## src/rtl/stepctr_pkg.sv

```systemverilog
package stepctr_pkg;
  localparam int unsigned DEF_CNT_W   = 3;
  localparam int unsigned DEF_PRE_W   = 16;
  localparam int unsigned DEF_STAGES  = 2;
  // released level of the active-low button line
  localparam logic BTN_IDLE = 1'b1;
endpackage

```

## src/rtl/stepctr_sync.sv

```systemverilog
module stepctr_sync #(
  parameter int unsigned STAGES = 2
) (
  input  logic clk,
  input  logic rst,
  input  logic d_async,
  output logic d_sync
);
  import stepctr_pkg::*;
  logic [STAGES-1:0] chain;

  generate
    if (STAGES == 1) begin : g_one
      always_ff @(posedge clk) begin
        if (rst) chain <= BTN_IDLE;
        else     chain <= d_async;
      end
    end else begin : g_many
      always_ff @(posedge clk) begin
        if (rst) chain <= {STAGES{BTN_IDLE}};
        else     chain <= {chain[STAGES-2:0], d_async};
      end
    end
  endgenerate

  assign d_sync = chain[STAGES-1];
endmodule

```

## src/rtl/stepctr_sampler.sv

```systemverilog
module stepctr_sampler #(
  parameter int unsigned PRE_W = 16
) (
  input  logic clk,
  input  logic rst,
  input  logic lvl_in,
  output logic step
);
  import stepctr_pkg::*;
  logic [PRE_W-1:0] pre;
  logic             strobe;
  logic             db_lvl;
  logic             db_prev;

  always_ff @(posedge clk) begin
    if (rst) pre <= '0;
    else     pre <= pre + 1'b1;
  end

  assign strobe = &pre;

  always_ff @(posedge clk) begin
    if (rst) begin
      db_lvl  <= BTN_IDLE;
      db_prev <= BTN_IDLE;
    end else begin
      if (strobe) db_lvl <= lvl_in;
      db_prev <= db_lvl;
    end
  end

  assign step = db_prev & ~db_lvl;

  AST_STROBE_SINGLE: assert property (@(posedge clk) disable iff (rst)
    strobe |=> !strobe);
  AST_DB_ONLY_ON_STROBE: assert property (@(posedge clk) disable iff (rst)
    !strobe |=> $stable(db_lvl));
  AST_STEP_ONE_CYCLE: assert property (@(posedge clk) disable iff (rst)
    step |=> !step);
endmodule

```

## src/rtl/stepctr_count.sv

```systemverilog
module stepctr_count #(
  parameter int unsigned CNT_W = 3
) (
  input  logic             clk,
  input  logic             rst,
  input  logic             inc,
  output logic [CNT_W-1:0] cnt,
  output logic             at_top
);
  always_ff @(posedge clk) begin
    if (rst)      cnt <= '0;
    else if (inc) cnt <= cnt + CNT_W'(1);
  end

  assign at_top = &cnt;

  AST_RESET_CLEARS: assert property (@(posedge clk)
    rst |=> (cnt == '0));
  AST_INC_BY_ONE: assert property (@(posedge clk) disable iff (rst)
    inc |=> (cnt == CNT_W'($past(cnt) + 1'b1)));
  AST_HOLD_NO_INC: assert property (@(posedge clk) disable iff (rst)
    !inc |=> $stable(cnt));
endmodule

```

## src/rtl/stepctr_top.sv

```systemverilog
module stepctr_top #(
  parameter int unsigned CNT_W      = stepctr_pkg::DEF_CNT_W,
  parameter int unsigned PRESCALE_W = stepctr_pkg::DEF_PRE_W,
  parameter int unsigned SYNC_STAGES = stepctr_pkg::DEF_STAGES
) (
  input  logic             clk,
  input  logic             rst,
  input  logic             btn_n,
  output logic [CNT_W-1:0] cnt_lamp_n,
  output logic             tc_lamp_n
);
  logic             btn_s;
  logic             step;
  logic [CNT_W-1:0] cnt;
  logic             at_top;

  stepctr_sync #(.STAGES(SYNC_STAGES)) u_sync (
    .clk(clk), .rst(rst), .d_async(btn_n), .d_sync(btn_s));

  stepctr_sampler #(.PRE_W(PRESCALE_W)) u_samp (
    .clk(clk), .rst(rst), .lvl_in(btn_s), .step(step));

  stepctr_count #(.CNT_W(CNT_W)) u_cnt (
    .clk(clk), .rst(rst), .inc(step), .cnt(cnt), .at_top(at_top));

  assign cnt_lamp_n = ~cnt;
  assign tc_lamp_n  = ~at_top;

  AST_RESET_LAMPS_OFF: assert property (@(posedge clk)
    rst |=> (cnt_lamp_n == '1 && tc_lamp_n));
  AST_TC_ONLY_AT_TOP: assert property (@(posedge clk) disable iff (rst)
    !tc_lamp_n |-> (cnt_lamp_n == '0));
  AST_WRAP_TO_ZERO: assert property (@(posedge clk) disable iff (rst)
    (step && !tc_lamp_n) |=> (cnt_lamp_n == '1));
endmodule

```

## config.mk

```make
export PLATFORM = sky130hd
export DESIGN_NAME = stepctr_top
export DESIGN_NICKNAME = d
export VERILOG_FILES = /design/src/rtl/stepctr_pkg.sv /design/src/rtl/stepctr_sync.sv /design/src/rtl/stepctr_sampler.sv /design/src/rtl/stepctr_count.sv /design/src/rtl/stepctr_top.sv
export SDC_FILE = /design/constraint.sdc
export NUM_CORES = 1
export LEC_CHECK = 0
export BUFFER_PORTS_ARGS = -buffer_cell sky130_fd_sc_hd__buf_4
export CELL_PAD_IN_SITES_DETAIL_PLACEMENT = 1
export CELL_PAD_IN_SITES_GLOBAL_PLACEMENT = 2
export CORE_MARGIN = 2
export CORE_UTILIZATION = 38
export CTS_CLUSTER_SIZE = 10
export DETAILED_ROUTE_END_ITERATION = 12
export GPL_TIMING_DRIVEN = 0
export HOLD_SLACK_MARGIN = 0.03
export PLACE_DENSITY_LB_ADDON = 0.2
export SYNTH_ARGS = -nofsm -noshare
export SYNTH_HDL_FRONTEND = slang
export SYNTH_HIERARCHICAL = 1
export SYNTH_SLANG_ARGS = --single-unit
export TNS_END_PERCENT = 1
```

## constraint.sdc

```tcl
create_clock -name clk -period 3.6 [get_ports clk]
set_input_delay 0.72 -clock clk [delete_from_list [all_inputs] [get_ports clk]]
set_output_delay 0.72 -clock clk [all_outputs]
set_load 0.005 [all_outputs]
```

==> metrics.txt, run 1 <==
status completed; Worst R2R Start u_samp/pre[2]; worst-case clock buffer depth 2; worst slew pin tran between 0.4 and 0.5 ns; DR WL/cell between 10 and 15 um; final-report max-slew violation count 0; Avg Cell Area, Syn 9.11 um^2; end of the critical path tc_lamp_n; Crit Path Max Fanout 3; port bufs 6; GR Util met2 between 20% and 30%; Synth top cells by count dfxtp_1, nor2_1, xnor2_1; Final Wtd Congestion 0.698; Worst path depth 4; CTS tree yes; GR Util met1 18.1%; cell with the most instances after synthesis dfxtp_1; router iterations before antenna repair 4; reg2reg setup slack about 1.9 ns; clk_skew roughly 0.014 ns; worst setup margin 1.66 ns; # clock sinks 23; first-pass GRT wire length approximately 2900 um; Startpoint Class register; post-synth top area share between 40% and 50%; Vias 699; Hold Fails Final Rpt 0; asr flop ratio synth 0%; family with the most delay on the worst path adder cells; DP HPWL approximately 1300 um; post-synthesis sequential area ratio between 40% and 50%; Starting Density 39.3%; cells on worst reg2reg path 4; Synth Instances 104; reg2reg end u_samp/pre[15]; synth top area cells dfxtp_1, xnor2_1, nor2_1; # IOs 7; Setup violations, final 0; Top Usage Layer GRT met2; root buf cell clkbuf_4; Leak Pwr 0.360 nW; Maximum Capacitance Violations 0; class of the worst hold path reg -> reg; Slowest-stage cell, CP dfxtp_1; Area Growth Syn to Fin 11.6%; Resized Gates After CTS 0; clock transition at the registers of the reported paths around 0.14 ns; peak supply drop a little under 200 uV; Post-Syn Nets 110; drt drc 0; CP cell instances ha_1 > ha_1 > inv_1 > buf_4; worst relative slew slack between 60% and 70%; Detailed Route WL between 1500 and 2000 um; die height about 54 um; CP required roughly 2.9 ns; Die ar. between 2000 and 3000 um^2; critical path class reg -> out; post-CTS setup buffer count 0; worst hold start u_sync/chain[0]; hold_buf cts 0; Crit path buffers/inverters 2; slowest stage delay, CP approximately 0.37 ns; Distinct cells, synth 23; setup TNS 0 ns; row cnt 18; Core Area 2410 um^2; min Tclk post-route about 2 ns; via/cell ratio approximately 4.9; Mapped Area about 950 um^2; flops & latches, synth 23; H-tree levels 1; layout cell share with drive strength beyond 1 a little under an eighth; CTS buffer count 3; clk_lat worst skew between 0.3 and 0.4 ns; nets 121; Setup crit end kind output pin; Place WS between 1.5 and 2 ns; initial antenna violation count 0; Post-synth EDFFs 0; Synth Flop Type dfxtp_1; Final ANT Viol Nets 0; largest net degree at the start of global routing 14; period utilisation layout roughly 54%; crit path from u_cnt/cnt[0]; Global Route Usage Sum ~14%; fmax roughly 510 MHz; FILL cells 292; RSZ-0062 raised after global routing no; ant diodes 0; DR iter-0 viols 4; PwrDens roughly 380 nW/um^2; Yosys warning count 6; GR Layer Usage met3 2.50%; vias in the first global route around 650; largest area contributor in the netlist dfxtp_1; CP Data Arrival Time about 1.2 ns; CP most frequent cell ha_1; Die Wd about 54 um; grt total ovfl 0
[flip-flops by register name, indices dropped and copies added (netlist names)]
register,cells
u_samp/pre,16
u_cnt/cnt,3
u_sync/chain,2
u_samp/db_lvl,1
u_samp/db_prev,1
[final cells by class]
cell class                      instances  area [um^2]  area share, %
Buffer                                  2         7.51          0.710
Clock buffer                            3         22.5           2.13
Clock inverter                          1         5.00          0.473
Inverter                                7         26.3           2.49
Multi-Input combinational cell         72          453           42.8
Sequential cell                        23          460           43.6
Tap cell                               30         37.5           3.55
Timing Repair Buffer                    6         45.0           4.26
[per-stage QoR]
step                power [mW]  util [%]  cells  cell area, um^2  hold WS [ns]
finish                   0.397      43.9    144             1060         0.425
floorplan                0.274         -    104              947         0.383
global placement         0.279      42.7    140             1030         0.388
CTS                      0.401      43.9    144             1060         0.429
global route             0.413      43.9    144             1060         0.441
detailed placement       0.279      42.7    140             1030         0.396
[report_power, final]
group	internal (mW)	leakage, nW	switching [mW]	total (mW)
Combinational	0.00512	0.155	0.00664	0.0118
Sequential	0.258	0.186	0.00333	0.262
Clock	0.0416	0.0177	0.0815	0.123
[worst register-to-register path, stage by stage (launching register included)]
cell,delay [ns]
dfxtp_1,0.43
nand4_2,0.17
or3_4,0.42
nor4_1,0.26
mux2_2,0.36
[worst min path at each step]
stage | cells past startpoint | slack, ns | to
2_1_floorplan | 1 | 0.38 | u_sync/chain[1]
3_3_place_gp | 1 | 0.39 | u_sync/chain[1]
3_5_place_dp | 1 | 0.40 | u_sync/chain[1]
4_1_cts | 1 | 0.43 | u_sync/chain[1]
5_1_grt | 1 | 0.44 | u_sync/chain[1]
6_report | 1 | 0.42 | u_sync/chain[1]
[layout by cell type (no fill, tap or decap), drive strengths merged, types with 2 or more instances in the layout]
master  netlist  layout
nand4         3       3
dfxtp        23      23
nand3         6       6
nor2         20      20
nor3          2       2
nor4          5       5
a21oi         2       2
xnor2        11      11
nand2         5       5
or2           2       2
inv           7       7
nor2b         3       3
or3           2       2
clkbuf        2       5
mux2i         3       3
ha            3       3
buf           0       6
[per-layer routing]
| layer | vias to the layer above | routed length, um |
|---|---|---|
| met5 | - | 0 |
| met4 | 0 | 44 |
| met3 | 4 | 43 |
| met2 | 9 | 828 |
| met1 | 315 | 839 |
| li1 | 371 | - |
[cells by family after synthesis]
| logic type | after synthesis | synth area share (%) |
|---|---|---|
| XOR/XNOR | 12 | 11.1 |
| AND/OR/NAND/NOR | 49 | 26.0 |
| buffers and inverters | 9 | 3.57 |
| flip-flops | 23 | 48.6 |
| multiplexers | 4 | 4.36 |
| AO/OA/AOI/OAI | 4 | 2.38 |
| adder cells (fa/ha/maj) | 3 | 3.96 |
(Power assumes the default switching activity.)
==> run 2: changes to the inputs <==
--- a/config.mk
+++ b/config.mk
@@ -9,7 +9,7 @@
 export CELL_PAD_IN_SITES_DETAIL_PLACEMENT = 1
 export CELL_PAD_IN_SITES_GLOBAL_PLACEMENT = 2
 export CORE_MARGIN = 2
-export CORE_UTILIZATION = 38
+export CORE_UTILIZATION = 32
 export CTS_CLUSTER_SIZE = 10
 export DETAILED_ROUTE_END_ITERATION = 12
 export GPL_TIMING_DRIVEN = 0
==> constraint.sdc (replaced) <==
create_clock -name clk -period 1.61 [get_ports clk]
set_input_delay 0.322 -clock clk [delete_from_list [all_inputs] [get_ports clk]]
set_output_delay 0.322 -clock clk [all_outputs]
set_load 0.005 [all_outputs]
==> metrics.txt, run 2 (synthesized netlist as in run 1, its figures left out) <==
status finished, violations left; failing checks setup timing; Starting Density about a third; Area Growth Syn to Fin 17.7%; max reg flops 16; Vias approximately 710; # clock sinks 23; nets 123; CTS tree yes; Tot Pwr ~0.9 mW; DP HPWL around 1400 um; CP required about 1.8 ns; clock transition at the registers of the reported paths between 0.1 and 0.15 ns; port bufs 6; Multi-input gate area 485 um^2; # IOs 7; PwrDens ~800 nW/um^2; grt total ovfl 0; RSZ-0062 raised after global routing yes; worst hold slack between 0.15 and 0.2 ns; Core Area roughly 2800 um^2; largest net degree at the start of global routing 13; min Tclk post-route between 1.5 and 2 ns; first-pass GRT wire length 3200 um; initial antenna violation count 0; row cnt 19; class of the worst hold path in -> reg; Final Wtd Congestion between 0.6 and 0.7; Slowest-stage cell, CP or3_4; Setup violations, final 1; commonest non-fill, non-tap cell in the layout nor2_1; drt drc 0; critical path class reg -> reg; slowest stage delay, CP approximately 0.4 ns; CP cell instances nand4_2 > or3_4 > nor4_4 > mux2_2; final-report max-slew violation count 0; worst setup margin -0.0103 ns; via/cell ratio around 4.8; Leak Pwr roughly 0.39 nW; Crit path buffers/inverters 0; worst-case clock buffer depth 2; Place WS -0.134 ns; cell area after layout about 1100 um^2; period utilisation layout 101%; die height a little under 60 um; H-tree levels 1; worst relative slew slack between 60% and 70%; router iterations before antenna repair 3; Setup crit end kind register; Die ar. between 3000 and 4000 um^2; Post-Place Cell Area roughly 1000 um^2; commonest non-fill, non-tap cells in the layout nor2_1, dfxtp_1, xnor2_1; Cells after DPL between 100 and 150; family with the most delay on the worst path simple AND/OR/NAND/NOR gates; biggest regs u_samp/pre (16), u_cnt/cnt (3), u_sync/chain (2); Final ANT Viol Nets 0; fmax about 620 MHz; most flop-heavy register u_samp/pre; Reg area approximately 470 um^2; clk_lat worst skew 0.30 ns; ant diodes 0; Hold Fails Final Rpt 0; clk_skew between 0.004 and 0.005 ns; Maximum Capacitance Violations 0; DR WL/cell ~12 um; Detailed Route WL 1830 um; FILL cells 333; Startpoint Class register; peak supply drop ~490 uV; CP Data Arrival Time 1.83 ns; Global Route Usage Sum between 10% and 20%; fin cells 147; setup TNS -0.0103 ns; fin util between 40 and 50%; Die Wd 58.4 um; root buf cell clkbuf_4; vias in the first global route ~750; layout cell share with drive strength beyond 1 about 21%; CTS buffer count 3; worst slew pin tran 0.488 ns; DR iter-0 viols 20; Crit Path Max Fanout 4
[run 2: changes by cell type in the layout (fill, tap and decap cells not counted), sizes merged]
cell	before	now
buf	6	8
clkbuf	5	6
clkinv	1	0
[run 2: repair_timing]
| action | in CTS | in global routing |
|---|---|---|
| gates resized for setup | 7 | 4 |
| setup endpoints to repair | 6 | 6 |
| cloned | 0 | 0 |
| buffers inserted | 2 | 0 |
| hold buffers | 0 | 0 |
| pin swaps | 1 | 0 |
[run 2: power breakdown]
| part | leakage, nW | total (mW) | switching (mW) | internal [mW] |
|---|---|---|---|---|
| combinational | 0.182 | 0.0292 | 0.0157 | 0.0135 |
| clock | 0.0150 | 0.266 | 0.170 | 0.0966 |
| sequential | 0.189 | 0.586 | 0.00749 | 0.578 |
[run 2: worst paths after layout]
check                                startpoint               to  slack [ns]  depth (start not counted)
worst min-delay path                      btn_n  u_sync/chain[0]        0.19                          2
worst max register to register    u_samp/pre[2]   u_samp/pre[15]       -0.01                          4
worst max-delay path              u_samp/pre[2]   u_samp/pre[15]       -0.01                          4
worst min register to register  u_sync/chain[0]  u_sync/chain[1]        0.43                          1
[run 2: per-layer routing]
metal | wire length, um | global-route usage, %
met2 | 886 | 21.8
met1 | 890 | 15.3
met3 | 35 | 1.98
met5 | 0 | 0
met4 | 19 | 4.98
[run 2: layout make-up]
class / instances / area share (%)
Inverter: 7 / 2.36
Sequential cell: 23 / 42.2
Tap cell: 31 / 3.48
Multi-Input combinational cell: 72 / 43.5
Buffer: 2 / 0.673
Timing Repair Buffer: 8 / 5.39
Clock buffer: 4 / 2.36
==> run 3: changes to the inputs <==
--- a/config.mk
+++ b/config.mk
@@ -6,10 +6,8 @@
 export NUM_CORES = 1
 export LEC_CHECK = 0
 export BUFFER_PORTS_ARGS = -buffer_cell sky130_fd_sc_hd__buf_4
-export CELL_PAD_IN_SITES_DETAIL_PLACEMENT = 1
-export CELL_PAD_IN_SITES_GLOBAL_PLACEMENT = 2
 export CORE_MARGIN = 2
-export CORE_UTILIZATION = 32
+export CORE_UTILIZATION = 40
 export CTS_CLUSTER_SIZE = 10
 export DETAILED_ROUTE_END_ITERATION = 12
 export GPL_TIMING_DRIVEN = 0
==> metrics.txt, run 3 (synthesized netlist as in run 1, its figures left out) <==
port bufs 6; commonest non-fill, non-tap cell in the layout nor2_1; Core Area around 2200 um^2; worst setup margin 0.0383 ns; layout cell share with drive strength beyond 1 roughly 22%; status completed; clock power share 30.7%; nets around 120; Detailed Route WL 1690 um; max reg flops 16; # clock sinks 23; FILL cells 236; PwrDens a little under 800 nW/um^2; Setup violations, final 0; Worst path depth 4; CP Data Arrival Time roughly 1.8 ns; vias in the first global route slightly above 700; H-tree levels 1; combinational group share of total power approximately 3.4%; DP HPWL 1130 um; largest net degree at the start of global routing 15; commonest non-fill, non-tap cells in the layout nor2_1, dfxtp_1, xnor2_1; worst hold slack between 0.15 and 0.2 ns; router iterations before antenna repair 4; Slowest-stage cell, CP or3_4; Cells after DPL about 140; clock transition at the registers of the reported paths ~0.13 ns; Die ar. around 2800 um^2; Setup crit end kind register; Crit path buffers/inverters 0; cell area after layout approximately 1100 um^2; Post-Place Cell Area slightly above 1000 um^2; root buf cell clkbuf_4; slowest stage delay, CP 0.42 ns; DR iter-0 viols 15; worst slew pin tran 0.487 ns; fin cells 143; # IOs 7; fmax approximately 640 MHz; sw frac a little under a quarter; peak supply drop between 700 and 800 uV; reg2reg setup slack ~0.038 ns; clk_lat worst skew 0.31 ns; fin util 50.2%; biggest regs u_samp/pre (16), u_cnt/cnt (3), u_sync/chain (2); Final Wtd Congestion between 0.7 and 0.8; drt drc 0; die height roughly 53 um; row cnt 17; Pint slightly below 0.7 mW; Crit Path Max Fanout 4; min Tclk post-route approximately 1.6 ns; CTS buffer count 3; Maximum Capacitance Violations 0; Vias 719; hold_buf cts 0; Reg area 470 um^2; setup TNS 0 ns; CP cell instances nand2_1 > or3_4 > nor4_4 > mux2_2; family with the most delay on the worst path simple AND/OR/NAND/NOR gates; ant diodes 0; Area Growth Syn to Fin 18.4%; Multi-input gate area 499 um^2; Die Wd between 50 and 60 um; DR WL/cell approximately 12 um; worst hold path stage count 2; RSZ-0062 raised after global routing yes; clk_skew 0.00909 ns; worst relative slew slack 67.6%; class of the worst hold path in -> reg; Starting Density between 40% and 50%; part of the power in registers around two thirds; CTS tree yes; Final ANT Viol Nets 0; grt total ovfl 0; Hold Fails Final Rpt 0; first-pass GRT wire length roughly 2900 um; worst-case clock buffer depth 2; Global Route Usage Sum roughly 14%; CP required ~1.8 ns; period utilisation layout roughly 100%; Tot Pwr roughly 0.89 mW; critical path class reg -> reg; initial antenna violation count 0; Place WS -0.0765 ns; most flop-heavy register u_samp/pre; final-report max-slew violation count 0; cells on worst reg2reg path 4; via/cell ratio about 5; Leak Pwr slightly below 0.4 nW; NetSw 0.204 mW; Startpoint Class register
run 3: cell types whose count changed in the layout (fill, tap and decap cells not counted):
cell	previous run	this run
clkinvlp_4	0	1
nand3_2	0	1
nand4_2	1	0
buf_4	8	7
nand4_4	0	1
nand3_1	6	5
clkbuf_1	3	2
run 3: worst register-to-register path, stage by stage, from the launching register on:
cell     delay (ns)
dfxtp_1        0.39
nand2_1        0.10
or3_4          0.42
nor4_4         0.22
mux2_2         0.35
run 3: path summary, 6_finish.rpt:
| kind | startpoint | end |
|---|---|---|
| min reg2reg | u_sync/chain[0] | u_sync/chain[1] |
| max reg2reg | u_samp/pre[6] | u_samp/pre[15] |
| max | u_samp/pre[6] | u_samp/pre[15] |
| min | btn_n | u_sync/chain[0] |
run 3: layout make-up:
class,instances,area share [%]
multi-input cells,72,44.5
clock buffers,3,2.01
well taps,28,3.12
plain buffers,2,0.670
flip-flops and latches,23,42.0
repair buffers,7,4.69
clock inverters,1,0.670
inverters,7,2.34
run 3: timing repair:
item | in CTS | in global routing
pin swaps | 1 | 0
gates resized for setup | 7 | 6
cloned | 0 | 0
setup endpoints to repair | 4 | 6
buffers inserted | 1 | 0
run 3: power by group through the flow:
stage	combinational [mW]	clock [mW]	sequential [mW]
floorplan	0.0163	0	0.596
global placement	0.0256	0	0.597
detailed placement	0.0266	0	0.598
CTS	0.0301	0.286	0.585
global route	0.0345	0.304	0.589
finish	0.0305	0.273	0.587
run 3: metal layers:
layer	GRT usage [%]	vias up	wire length, um
met1	16.3	337	798
met5	0	-	0
li1	-	370	-
met4	2.56	0	14
met2	25.6	10	820
met3	5.14	2	54
